## src/rtl/sdma_pkg.sv

```systemverilog
`timescale 1ns/1ps
package sdma_pkg;

    typedef enum logic [2:0] {
        ST_IDLE,
        ST_TX_FETCH,
        ST_TX_SEND,
        ST_RX_CHECK,
        ST_RX_WRITE,
        ST_DONE
    } sdma_state_e;

    typedef struct packed {
        logic load;     // take the command address, clear the count
        logic step;     // advance address by one word, add to count
        logic cap_mem;  // capture the character lane of the read word
        logic cap_rx;   // capture and pop the receive queue head
    } sdma_ctl_t;

    localparam int WORD_BYTES = 4;

    function automatic logic [7:0] char_lane(input logic [31:0] w);
        return w[15:8];
    endfunction

    function automatic logic [31:0] spread_char(input logic [7:0] b);
        return {WORD_BYTES{b}};
    endfunction

endpackage

```

## src/rtl/sdma_ctrl.sv

```systemverilog
`timescale 1ns/1ps
module sdma_ctrl
    import sdma_pkg::*;
(
    input  logic        clk,
    input  logic        rst,
    input  logic        cmd_start,
    input  logic        cmd_dir,
    input  logic        mem_ack,
    input  logic        tx_ready,
    input  logic        rx_empty,
    input  logic        tx_wrap,
    input  logic        rx_wrap,
    output sdma_state_e state,
    output sdma_ctl_t   ctl
);

    sdma_state_e state_nxt;

    always_comb begin
        state_nxt = state;
        ctl       = '0;
        case (state)
            ST_IDLE: begin
                if (cmd_start) begin
                    ctl.load  = 1'b1;
                    state_nxt = cmd_dir ? ST_RX_CHECK : ST_TX_FETCH;
                end
            end
            ST_TX_FETCH: begin
                if (mem_ack) begin
                    ctl.cap_mem = 1'b1;
                    state_nxt   = ST_TX_SEND;
                end
            end
            ST_TX_SEND: begin
                if (tx_ready) begin
                    ctl.step  = 1'b1;
                    state_nxt = tx_wrap ? ST_DONE : ST_TX_FETCH;
                end
            end
            ST_RX_CHECK: begin
                if (rx_empty) begin
                    state_nxt = ST_DONE;
                end else begin
                    ctl.cap_rx = 1'b1;
                    state_nxt  = ST_RX_WRITE;
                end
            end
            ST_RX_WRITE: begin
                if (mem_ack) begin
                    ctl.step  = 1'b1;
                    state_nxt = rx_wrap ? ST_DONE : ST_RX_CHECK;
                end
            end
            ST_DONE:  state_nxt = ST_IDLE;
            default:  state_nxt = ST_IDLE;
        endcase
    end

    always_ff @(posedge clk) begin
        if (rst) state <= ST_IDLE;
        else     state <= state_nxt;
    end

endmodule

```

## src/rtl/sdma_addr_ctr.sv

```systemverilog
`timescale 1ns/1ps
module sdma_addr_ctr #(
    parameter int AW           = 16,
    parameter int TX_PAGE_BITS = 12,
    parameter int RX_PAGE_BITS = 11,
    localparam int CW          = TX_PAGE_BITS + 1
) (
    input  logic          clk,
    input  logic          rst,
    input  logic          load,
    input  logic          step,
    input  logic [AW-1:0] load_addr,
    output logic [AW-1:0] addr,
    output logic [CW-1:0] count,
    output logic          tx_wrap,
    output logic          rx_wrap
);

    localparam logic [AW-1:0] WORD_MASK = ~AW'(3);

    logic [AW-1:0] addr_nxt;

    assign addr_nxt = addr + AW'(4);
    assign tx_wrap  = (addr_nxt[TX_PAGE_BITS-1:2] == '0);
    assign rx_wrap  = (addr_nxt[RX_PAGE_BITS-1:2] == '0);

    always_ff @(posedge clk) begin
        if (rst) begin
            addr  <= '0;
            count <= '0;
        end else if (load) begin
            addr  <= load_addr & WORD_MASK;
            count <= '0;
        end else if (step) begin
            addr  <= addr_nxt;
            count <= count + CW'(4);
        end
    end

endmodule

```

## src/rtl/sdma_lane.sv

```systemverilog
`timescale 1ns/1ps
module sdma_lane
    import sdma_pkg::*;
(
    input  logic        clk,
    input  logic        rst,
    input  logic        cap_mem,
    input  logic        cap_rx,
    input  logic [31:0] mem_rdata,
    input  logic [7:0]  rx_byte,
    output logic [7:0]  char_q
);

    always_ff @(posedge clk) begin
        if (rst)          char_q <= '0;
        else if (cap_mem) char_q <= char_lane(mem_rdata);
        else if (cap_rx)  char_q <= rx_byte;
    end

endmodule

```

## src/rtl/sdma_page_engine.sv

```systemverilog
`timescale 1ns/1ps
module sdma_page_engine
    import sdma_pkg::*;
#(
    parameter int AW           = 16,
    parameter int TX_PAGE_BITS = 12,
    parameter int RX_PAGE_BITS = 11
) (
    input  logic                    clk,
    input  logic                    rst,
    input  logic                    cmd_start,
    input  logic                    cmd_dir,
    input  logic [AW-1:0]           cmd_addr,
    input  logic                    loop_en,
    output logic                    mem_req,
    output logic                    mem_we,
    output logic [AW-1:0]           mem_addr,
    output logic [31:0]             mem_wdata,
    input  logic                    mem_ack,
    input  logic [31:0]             mem_rdata,
    output logic                    tx_valid,
    output logic [7:0]              tx_byte,
    input  logic                    tx_ready,
    input  logic                    rx_empty,
    input  logic [7:0]              rx_byte,
    output logic                    rx_pop,
    output logic                    lb_valid,
    output logic [7:0]              lb_byte,
    output logic                    busy,
    output logic                    done,
    output logic [TX_PAGE_BITS:0]   done_count
);

    sdma_state_e state;
    sdma_ctl_t   ctl;
    logic        tx_wrap, rx_wrap;
    logic [7:0]  char_q;

    sdma_ctrl u_ctrl (
        .clk       (clk),
        .rst       (rst),
        .cmd_start (cmd_start),
        .cmd_dir   (cmd_dir),
        .mem_ack   (mem_ack),
        .tx_ready  (tx_ready),
        .rx_empty  (rx_empty),
        .tx_wrap   (tx_wrap),
        .rx_wrap   (rx_wrap),
        .state     (state),
        .ctl       (ctl)
    );

    sdma_addr_ctr #(
        .AW           (AW),
        .TX_PAGE_BITS (TX_PAGE_BITS),
        .RX_PAGE_BITS (RX_PAGE_BITS)
    ) u_addr (
        .clk       (clk),
        .rst       (rst),
        .load      (ctl.load),
        .step      (ctl.step),
        .load_addr (cmd_addr),
        .addr      (mem_addr),
        .count     (done_count),
        .tx_wrap   (tx_wrap),
        .rx_wrap   (rx_wrap)
    );

    sdma_lane u_lane (
        .clk       (clk),
        .rst       (rst),
        .cap_mem   (ctl.cap_mem),
        .cap_rx    (ctl.cap_rx),
        .mem_rdata (mem_rdata),
        .rx_byte   (rx_byte),
        .char_q    (char_q)
    );

    assign mem_req   = (state == ST_TX_FETCH) || (state == ST_RX_WRITE);
    assign mem_we    = (state == ST_RX_WRITE);
    assign mem_wdata = spread_char(char_q);
    assign tx_valid  = (state == ST_TX_SEND);
    assign tx_byte   = char_q;
    assign rx_pop    = ctl.cap_rx;
    assign lb_valid  = tx_valid && tx_ready && loop_en;
    assign lb_byte   = char_q;
    assign busy      = (state != ST_IDLE);
    assign done      = (state == ST_DONE);

endmodule

```

## config.mk

```make
export PLATFORM = sky130hd
export DESIGN_NAME = sdma_page_engine
export DESIGN_NICKNAME = d
export VERILOG_FILES = /design/src/rtl/sdma_pkg.sv /design/src/rtl/sdma_ctrl.sv /design/src/rtl/sdma_addr_ctr.sv /design/src/rtl/sdma_lane.sv /design/src/rtl/sdma_page_engine.sv
export SDC_FILE = /design/constraint.sdc
export NUM_CORES = 1
export LEC_CHECK = 0
export BUFFER_PORTS_ARGS = -buffer_cell sky130_fd_sc_hd__buf_4
export CAP_MARGIN = 5
export CORE_MARGIN = 5
export CORE_UTILIZATION = 35
export DETAILED_ROUTE_END_ITERATION = 8
export GPL_TIMING_DRIVEN = 0
export HOLD_SLACK_MARGIN = 0.06
export PLACE_DENSITY = 0.67
export SYNTH_ARGS = -nofsm -noshare
export SYNTH_HDL_FRONTEND = slang
export SYNTH_SLANG_ARGS = --single-unit
export TNS_END_PERCENT = 10
```

## constraint.sdc

```tcl
create_clock -name clk -period 3.5 [get_ports clk]
set_input_delay 0.175 -clock clk [delete_from_list [all_inputs] [get_ports clk]]
set_output_delay 0.175 -clock clk [all_outputs]
set_load 0.02 [all_outputs]
```

==> flow_metrics.py <==
metrics = {
    "yosys": {
        "synth_edf_count": 0,
        "yosysWarnings": 0,
        "synth_flop_cell": "dfxtp_1",
        "avgSynthCellArea_um2": 8.14,
        "synthCells": 308,
        "ys_seq_elements": 36,
        "ys_types": 56,
        "async_flop_share_pct": 0,
        "synth.largest_area_cell": "dfxtp_1",
        "synth.area.top_cells": "dfxtp_1 (29%), buf_4 (14%), nor2_1 (6.6%), a21oi_1 (3.6%), a211oi_1 (3.6%)",
        "ys_seq_area_share_pct": 28.8,
        "synth_top_area_share_pct": 28.8,
        "synth_area_mm2": 0.00251,
    },
    "sta": {
        "fmax_mhz": 487,
        "setup_tns_ns": 0,
        "relSlewSlack_pct": 57.9,
        "finClkSkew_ns": 0.00784,
        "worstMarginPinSlew_ns": 0.630,
        "fin_crit_sh_pct": 58.6,
        "rsz0062_at_grt": "no",
        "slew_violations": 0,
        "setup_viol": 0,
        "hold_viol": 0,
        "min_period_ns": 2.05,
    },
    "route": {
        "drt_iter0_drc": 78,
        "routed_wl_mm": 7.17,
        "via_per_inst": 4.66,
        "drcViolationCount": 0,
        "first_pass_iters": 4,
        "postRouteAntennaNets": 0,
        "vias": 2472,
        "wl_per_cell_um": 13.5,
    },
    "critical_path": {
        "critPathKind": "reg2out",
        "r2r-start": "u_addr.addr[2]$_SDFFE_PP0P_",
        "crit_path_start": "u_ctrl.state[2]$_SDFFE_PP0P_",
        "crit_top_cell": "buf_2",
        "cp-end-kind": "primary output",
        "required_ns": 3.32,
        "critPathSlowestCell": "nor3b_1",
        "worstPathCellList": "buf_2 -> buf_2 -> nor3b_1 -> and3_1 -> buf_4",
        "cp_slowest_stage_delay_ns": 0.55,
        "cp-start-kind": "flop",
        "rr_worst_depth": 6,
        "worst-path-max-fanout": 10,
        "arrival_ns": 1.88,
    },
    "floorplan": {
        "io_pins": 148,
        "start_util_pct": 36.5,
        "rows": 30,
        "die_h_um": 94.6,
        "die_w_um": 94.6,
        "die_area_mm2": 0.00895,
        "design.core.area_mm2": 0.00687,
    },
    "cells_and_area": {
        "final_common_cell": "buf_4",
        "layout.nets": 501,
        "fin_cells": 531,
        "layout_common_cells": "buf_4 (163), nor2_1 (44), dfxtp_1 (36), nand2_1 (20), a21oi_1 (18)",
        "area_growth_pct": 43.9,
        "final_area_mm2": 0.00361,
        "drive_above_1_share_pct": 45.5,
        "fin_util_pct": 52.5,
        "antenna_cells": 0,
    },
    "placed_design": {
        "dp.cells": 523,
        "hpwl_mm": 5.60,
        "placed_area_mm2": 0.00351,
        "portBuffers": 116,
        "place.gp.congestion": 0.839,
    },
    "power": {
        "power_density_mw_per_mm2": 353,
        "peakVddDrop_uv": 184,
        "leakagePower_nw": 1.69,
        "totalPowerFinal_mw": 1.27,
    },
    "min_path": {
        "whs_path_depth": 3,
        "hp-start": "cmd_addr[13]",
        "hold_class": "in2reg",
    },
    "clocking": {
        "cts_resized": 0,
        "numCtsBuffers": 5,
        "cts_setup_buffers": 0,
        "h-tree-depth": 2,
        "clk_latency_ns": 0.29,
        "hold_buffers": 0,
        "cts_tree": "done",
        "cts_buffer_depth": 2,
        "clock-root-buffer": "clkbuf_8",
        "clk_pin_slew_ns": 0.08,
        "cts.sinks": 36,
    },
    "outcome": {
        "outcome": "finished, final reports clean",
    },
    "global_route": {
        "grt_pass1_wl_mm": 11.4,
        "grt-ovfl-total": 0,
        "grt_use_total_pct": 15.6,
        "grt_max_degree": 13,
        "grt_pass1_vias": 2358,
        "antenna_found_initial": 0,
    },
    "flow_run": {
        "max_cap_violations": 0,
    },
}
## synthesized netlist by cell type, drive strengths merged, types with 2 or more instances
master,number
nand2b,4
nand2,20
a31oi,2
nand4,7
a22oi,4
a211oi,12
nor3b,3
a2111oi,2
a21oi,19
nand3b,3
dfxtp,36
and3,4
inv,5
o21ai,8
nor2,45
nand3,8
nor2b,2
nor3,9
and2,2
xor2,8
a311oi,2
mux2i,6
ha,3
xnor2,10
buf,54
nor4,5
clkbuf,8
## per-stage QoR
stage | worst slack, ns | hold WS, ns
after global routing | 1.34 | 0.139
after floorplan | 1.68 | 0.315
final | 1.45 | 0.126
after detailed placement | 1.56 | 0.425
after CTS | 1.47 | 0.120
after global placement | 1.64 | 0.418
## area by class of cell
type	count	area, um2
repair buffers	116	871
multi-input cells	208	1350
inverters	5	18.8
well taps	96	120
fillers	701	3260
clock buffers	6	82.6
plain buffers	62	432
flip-flops and latches	36	721
clock inverters	2	15.0
## kinds of logic after synthesis
family,count (synthesis),share of synthesized area (%)
AND/OR/NAND/NOR,119,27.3
flip-flops,36,28.8
AO/OA/AOI/OAI,57,15.2
XOR/XNOR,18,6.29
multiplexers,7,2.85
adder cells (fa/ha/maj),3,1.50
other,1,0.150
buffers and inverters,67,18.0
## sequential cells by signal (all words and copies together), names as in the netlist
| register | cells |
|---|---|
| u_addr.addr | 14 |
| u_addr.count | 11 |
| u_lane.char_q | 8 |
| u_ctrl.state | 3 |
## metal layers
metal	track usage (%)	wire length (um)	up-vias
li1	-	-	1273
met2	25.2	3130	89
met4	3.37	39	0
met5	0	0	-
met3	4.38	609	6
met1	20.7	3390	1104
## critical path, delay by kind of cell (launching register included)
| family | cells | cell delay [ns] |
|---|---|---|
| flops | 1 | 0.30 |
| buf+inv | 3 | 0.51 |
| simple gates | 2 | 0.79 |
## power by group
group          switching [mW]  total (mW)  leakage (nW)  internal [mW]
clock network           0.162       0.322        0.0434          0.159
registers              0.0386       0.477         0.294          0.438
logic                   0.246       0.473          1.35          0.227
total                   0.446        1.27          1.69          0.825
## worst paths after layout
check                                               endpoint  slack [ns]
worst max-delay path                                lb_valid        1.45
worst min-delay path            u_addr.addr[13]$_SDFFE_PP0P_        0.13
worst max register to register  u_addr.addr[12]$_SDFFE_PP0P_        1.55
worst min register to register  u_addr.count[3]$_SDFFE_PP0P_        0.52
Power figures use the tool's default switching activity.
